### src/rtl/dma_word_pkg.sv
package dma_word_pkg;

  typedef enum logic [1:0] {
    MODE_NORMAL = 2'b00,
    MODE_MEM    = 2'b01,
    MODE_BAD    = 2'b10,
    MODE_REG    = 2'b11
  } mode_e;

  typedef struct packed {
    logic startXfer;
    logic takeWord;
    logic regTarget;
  } dp_ctrl_s;

  localparam logic [1:0] SEL_MODE  = 2'd0;
  localparam logic [1:0] SEL_COUNT = 2'd1;
  localparam logic [1:0] SEL_BASE  = 2'd2;

endpackage

### src/rtl/dma_word_ctrl_fsm.sv
module dma_word_ctrl_fsm
  import dma_word_pkg::*;
(
  input  logic       clk,
  input  logic       rstN,
  input  logic       modeWrEn,
  input  logic [1:0] modeWrData,
  input  logic       dataStrobe,
  input  logic       countZero,
  input  logic       lastWord,
  output mode_e      modeQ,
  output dp_ctrl_s   ctrl
);

  mode_e modeNext;
  mode_e reqMode;
  logic  active;
  logic  validReq;

  always_comb begin
    active   = (modeQ != MODE_NORMAL);
    reqMode  = mode_e'(modeWrData);
    validReq = (reqMode == MODE_MEM) || (reqMode == MODE_REG);

    ctrl.startXfer = !active && modeWrEn && validReq && !countZero;
    ctrl.takeWord  = active && dataStrobe;
    ctrl.regTarget = (modeQ == MODE_REG);

    modeNext = modeQ;
    if (ctrl.startXfer) begin
      modeNext = reqMode;
    end else if (ctrl.takeWord && lastWord) begin
      modeNext = MODE_NORMAL;
    end
  end

  always_ff @(posedge clk) begin
    if (!rstN) begin
      modeQ <= MODE_NORMAL;
    end else begin
      modeQ <= modeNext;
    end
  end

endmodule

### src/rtl/dma_word_datapath.sv
module dma_word_datapath
  import dma_word_pkg::*;
#(
  parameter int DATA_W = 16,
  parameter int ADDR_W = 16,
  parameter int CNT_W  = 16
) (
  input  logic              clk,
  input  logic              rstN,
  input  logic              countWrEn,
  input  logic              baseWrEn,
  input  logic [DATA_W-1:0] regWrData,
  input  logic [DATA_W-1:0] dataIn,
  input  dp_ctrl_s          ctrl,
  output logic              countZero,
  output logic              lastWord,
  output logic              memWrEn,
  output logic [ADDR_W-1:0] memWrAddr,
  output logic [DATA_W-1:0] memWrData,
  output logic              entryWrEn,
  output logic [DATA_W-1:0] entryWrData
);

  localparam logic [CNT_W-1:0]  CNT_ONE  = CNT_W'(1);
  localparam logic [ADDR_W-1:0] ADDR_ONE = ADDR_W'(1);

  logic [CNT_W-1:0]  countReg;
  logic [ADDR_W-1:0] baseReg;
  logic [CNT_W-1:0]  remaining;
  logic [ADDR_W-1:0] addrQ;
  logic [DATA_W-1:0] wordQ;

  assign countZero = (countReg == '0);
  assign lastWord  = (remaining == CNT_ONE);

  // programmed registers
  always_ff @(posedge clk) begin
    if (!rstN) begin
      countReg <= '0;
      baseReg  <= '0;
    end else begin
      if (countWrEn) countReg <= regWrData[CNT_W-1:0];
      if (baseWrEn)  baseReg  <= regWrData[ADDR_W-1:0];
    end
  end

  // live transfer state
  always_ff @(posedge clk) begin
    if (!rstN) begin
      remaining <= '0;
      addrQ     <= '0;
    end else if (ctrl.startXfer) begin
      remaining <= countReg;
      addrQ     <= baseReg;
    end else if (ctrl.takeWord) begin
      remaining <= remaining - CNT_ONE;
      if (!ctrl.regTarget) addrQ <= addrQ + ADDR_ONE;
    end
  end

  // write issue stage, one cycle after the strobe
  always_ff @(posedge clk) begin
    if (!rstN) begin
      memWrEn   <= 1'b0;
      entryWrEn <= 1'b0;
      memWrAddr <= '0;
      wordQ     <= '0;
    end else begin
      memWrEn   <= ctrl.takeWord && !ctrl.regTarget;
      entryWrEn <= ctrl.takeWord && ctrl.regTarget;
      if (ctrl.takeWord) begin
        memWrAddr <= addrQ;
        wordQ     <= dataIn;
      end
    end
  end

  assign memWrData   = wordQ;
  assign entryWrData = wordQ;

endmodule

### src/rtl/dma_word_ctrl.sv
module dma_word_ctrl
  import dma_word_pkg::*;
#(
  parameter int DATA_W = 16,
  parameter int ADDR_W = 16,
  parameter int CNT_W  = 16
) (
  input  logic              clk,
  input  logic              rstN,
  input  logic              regWrEn,
  input  logic [1:0]        regSel,
  input  logic [DATA_W-1:0] regWrData,
  input  logic              dataStrobe,
  input  logic [DATA_W-1:0] dataIn,
  output logic [1:0]        modeOut,
  output logic              dmaFlag,
  output logic              hostMemGrant,
  output logic              memWrEn,
  output logic [ADDR_W-1:0] memWrAddr,
  output logic [DATA_W-1:0] memWrData,
  output logic              entryWrEn,
  output logic [DATA_W-1:0] entryWrData
);

  mode_e    modeQ;
  dp_ctrl_s ctrl;
  logic     countZero;
  logic     lastWord;
  logic     modeWrEn;
  logic     countWrEn;
  logic     baseWrEn;

  assign modeWrEn  = regWrEn && (regSel == SEL_MODE);
  assign countWrEn = regWrEn && (regSel == SEL_COUNT);
  assign baseWrEn  = regWrEn && (regSel == SEL_BASE);

  dma_word_ctrl_fsm u_fsm (
    .clk        (clk),
    .rstN       (rstN),
    .modeWrEn   (modeWrEn),
    .modeWrData (regWrData[1:0]),
    .dataStrobe (dataStrobe),
    .countZero  (countZero),
    .lastWord   (lastWord),
    .modeQ      (modeQ),
    .ctrl       (ctrl)
  );

  dma_word_datapath #(
    .DATA_W (DATA_W),
    .ADDR_W (ADDR_W),
    .CNT_W  (CNT_W)
  ) u_dp (
    .clk         (clk),
    .rstN        (rstN),
    .countWrEn   (countWrEn),
    .baseWrEn    (baseWrEn),
    .regWrData   (regWrData),
    .dataIn      (dataIn),
    .ctrl        (ctrl),
    .countZero   (countZero),
    .lastWord    (lastWord),
    .memWrEn     (memWrEn),
    .memWrAddr   (memWrAddr),
    .memWrData   (memWrData),
    .entryWrEn   (entryWrEn),
    .entryWrData (entryWrData)
  );

  assign modeOut      = modeQ;
  assign dmaFlag      = (modeQ != MODE_NORMAL);
  assign hostMemGrant = (modeQ == MODE_NORMAL);

endmodule

### config.mk
export PLATFORM = sky130hd
export DESIGN_NAME = dma_word_ctrl
export DESIGN_NICKNAME = d
export VERILOG_FILES = /design/src/rtl/dma_word_pkg.sv /design/src/rtl/dma_word_ctrl_fsm.sv /design/src/rtl/dma_word_datapath.sv /design/src/rtl/dma_word_ctrl.sv
export SDC_FILE = /design/constraint.sdc
export NUM_CORES = 1
export LEC_CHECK = 0
export BUFFER_PORTS_ARGS = -buffer_cell sky130_fd_sc_hd__buf_4
export CAP_MARGIN = 20
export CELL_PAD_IN_SITES_DETAIL_PLACEMENT = 0
export CELL_PAD_IN_SITES_GLOBAL_PLACEMENT = 2
export CORE_MARGIN = 1.5
export CORE_UTILIZATION = 25
export DETAILED_ROUTE_END_ITERATION = 12
export PLACE_DENSITY = 0.69
export SLEW_MARGIN = 20
export SYNTH_ARGS = -nofsm -noshare
export SYNTH_HDL_FRONTEND = slang
export SYNTH_SLANG_ARGS = --single-unit
### constraint.sdc
create_clock -name clk -period 2.3 [get_ports clk]
set_clock_uncertainty 0.2 [all_clocks]
set_input_delay 0.23 -clock clk [delete_from_list [all_inputs] [get_ports clk]]
set_output_delay 0.23 -clock clk [all_outputs]
set_load 0.02 [all_outputs]
==> summary.md <==
| Metric | Value |
|---|---|
| Post-Syn Nets | 584 |
| Cell area after layout | 5850 µm² |
| Area growth syn-to-layout | 32.8% |
| Worst Setup SP | u_fsm.modeQ[1]$_SDFFE_PN0P_ |
| PnR worst setup slack | roughly 0.24 ns |
| GRT Total Usage | 0.148 |
| Initial antenna violation count | 0 |
| Vias | between 4,000 and 5,000 |
| CTS buffer count | 9 |
| # fillers | 1,840 |
| CTS root buf | clkbuf_16 |
| Register bit total from synthesis | 100 |
| CTS tree | built |
| RSZ-0062 raised after global routing | no |
| Post-synth EDFFs | 0 |
| Place WS | 0.250 ns |
| Fin util | 0.339 |
| Fmax | between 400 and 500 MHz |
| Critical path arrival | roughly 2.1 ns |
| Avg Synthesized Cell Area | ~8 µm² |
| Adder-cell share of the synthesized area | 0.00853 |
| Drt pass-1 iters | 4 |
| Gpl congestion | around 0.77 |
| Maximum net fanout on the critical path | 9 |
| GRT overflow | 0 |
| Clk_lat worst skew | between 0.3 and 0.4 ns |
| Die ar. | about 18,000 µm² |
| DP HPWL | a little under 10 mm |
| # nets final | around 690 |
| Ys async rst share | 0 |
| M2 GR Usage | 0.234 |
| Area of the mapped netlist | about 4400 µm² |
| Setup crit end kind | register |
| H-tree depth | 3 |
| Clock Tree Buf Depth | 2 |
| Startpoint class of the critical path | register |
| CP Class | reg2reg |
| HP Class | in2reg |
| CTS resizes | 0 |
| Most common cell in the netlist | nand2_1 |
| Power per Cell Area | about 630 nW/µm² |
| Main combinational cell family by area after synthesis | simple AND/OR/NAND/NOR gates |
| IO Count | just over 90 |
| Vias per inst | about 4.7 |
| Slew Viols, Final | 0 |
| Worst R2R Start | u_fsm.modeQ[1]$_SDFFE_PN0P_ |
| Die X | approximately 140 µm |
| Synth area leader | dfxtp_1 |
| Antenna diode count | 0 |
| Max-capacitance violation count | 0 |
| Clock sinks | 100 |
| Busiest grt layer | met2 |
| CTS clk-pin slew, worst paths | approximately 0.07 ns |
| Worst Tran Pin Value | ~0.74 ns |
| Rel. slew slack | 0.507 |
| Minimum clock period | a little over 2 ns |
| YS warnings | 0 |
| Synth cell types | 60 |
| Post-CTS setup buffers | 0 |
| Required time of the critical path | 2.38 ns |
| Setup TNS | 0 ns |
| Area share of xor/xnor cells in the synthesized design | 0.0117 |
| IO buf count | 91 |
| Largest net degree at the start of global routing | 36 |
| Placed inst area | ~5200 µm² |
| Hold wc startpoint | rstN |
| Outcome | finished clean |
| Final WL | roughly 13 mm |
| Final worst path period share | 0.897 |
| Synth cell count leaders | nand2_1, dfxtp_1, a21oi_1, nand3_1, nor2_1 |
| Layout cells sized above 1 | 0.225 |
| P_leak | around 2.2 nW |
| Drc violations | 0 |
| Number of global-route vias before repair | 3,981 |
| Die Y | approximately 140 µm |
| Sequential share of the synthesized area | 0.455 |
| Max VDD drop | around 0.00039 V |
| DRT antenna net count | 0 |
| Iter 0 DRT Violations | about 190 |
| Grt met1 use | 0.200 |
| First-pass GRT wire length | ~21 mm |
| Synth Area in Compound Gates | 0.189 |
| Synth top area cells | dfxtp_1, nand2_1, a21oi_1 |
| Starting density of the core | 0.255 |
| Post-Synth Simple-Gate Area | 0.264 |
| Core Region | roughly 17,000 µm² |
| Post-synthesis mux area share | 0 |
| Synth top area share | 0.455 |
| DR WL/cell | roughly 15 µm |
| Synthesized instance count | roughly 540 |
| Setup violators final | 0 |
| Core Rows | 48 |
| Most used flip-flop cell after synthesis | dfxtp_1 |
| Endpoints failing hold | 0 |
| Grt met3 use | 0.0210 |
## cell families (layout without fill, tap and decap cells)
kind of cell	Yosys count	in the layout
and+or+nand+nor	241	241
AOI/OAI and AO/OA	138	138
adders and majority gates	3	3
DFF	100	100
xor gates and xnor gates	5	5
buffers and inverters	56	163
## worst max-delay path: stages, from the launching register on
cell and delay, ns:
dfxtp_1 0.44, nor2_4 0.23, nand4b_1 0.14, nor2_1 0.47
buf_4 0.28, a22oi_1 0.10, a21oi_1 0.14
## path summary, 6_finish.rpt
check / to / depth (start not counted) / slack (ns)
min: u_dp.addrQ[14]$_SDFFE_PN0P_ / 2 / 0.04
max: u_dp.remaining[15]$_SDFFE_PN0P_ / 6 / 0.24
max reg2reg: u_dp.remaining[15]$_SDFFE_PN0P_ / 6 / 0.24
min reg2reg: u_dp.memWrAddr[13]$_SDFFE_PN0P_ / 2 / 0.26
## per-layer routing
| metal | up-vias | part of all wire |
|---|---|---|
| met5 | - | 0 |
| met3 | 14 | 0.044 |
| met4 | 0 | 0.016 |
| met1 | 1944 | 0.49 |
| li1 | 2079 | - |
| met2 | 104 | 0.45 |
## layout make-up
cell class / count / area, µm² / area share
multi-input cells: 387 / 2080 / 0.357
flip-flops and latches: 100 / 2000 / 0.342
repair buffers: 142 / 1170 / 0.200
well taps: 225 / 282 / 0.0481
clock buffers: 12 / 267 / 0.0456
clock inverters: 4 / 22.5 / 0.00385
inverters: 5 / 18.8 / 0.00321
## per-stage QoR
stage,cells,power (mW),hold WS [ns]
2_1_floorplan,543,2.04,0.166
3_3_place_gp,827,2.20,0.246
3_5_place_dp,827,2.20,0.248
4_1_cts,875,3.74,0.0263
5_1_grt,875,3.85,0.0311
6_report,875,3.69,0.0403
## flip-flops by register name, indices dropped and copies added (netlist names)
| register | cells |
|---|---|
| u_dp.entryWrData | 16 |
| u_dp.baseReg | 16 |
| u_dp.addrQ | 16 |
| u_dp.memWrAddr | 16 |
| u_dp.countReg | 16 |
| u_fsm.modeQ | 2 |
| u_dp.memWrEn | 1 |
| u_dp.entryWrEn | 1 |
| u_dp.remaining | 16 |
## repair_timing
item                                    CTS  global route
endpoints found under the setup margin    0             0
hold buffers                             32             0
hold endpoints to repair                 47             0
## report_power, final
part	internal, mW	total, mW	switching (mW)
combinational	0.182	0.390	0.208
sequential	1.77	1.81	0.0395
clock	0.818	1.49	0.669
## layout by cell type (no fill, tap or decap), drive strengths merged, types with 5 or more instances in the layout
cell type,count
buf,110
a21oi,89
o21ai,8
and2,5
nand2,144
inv,5
and3,5
dfxtp,100
clkbuf,12
a22oi,7
nand3,23
nor4,8
nor2,22
a31oi,6
a2bb2oi,8
nor3,9
nand4,10
dlygate4sd3,32
No activity file was read; power rests on OpenSTA's default activity.
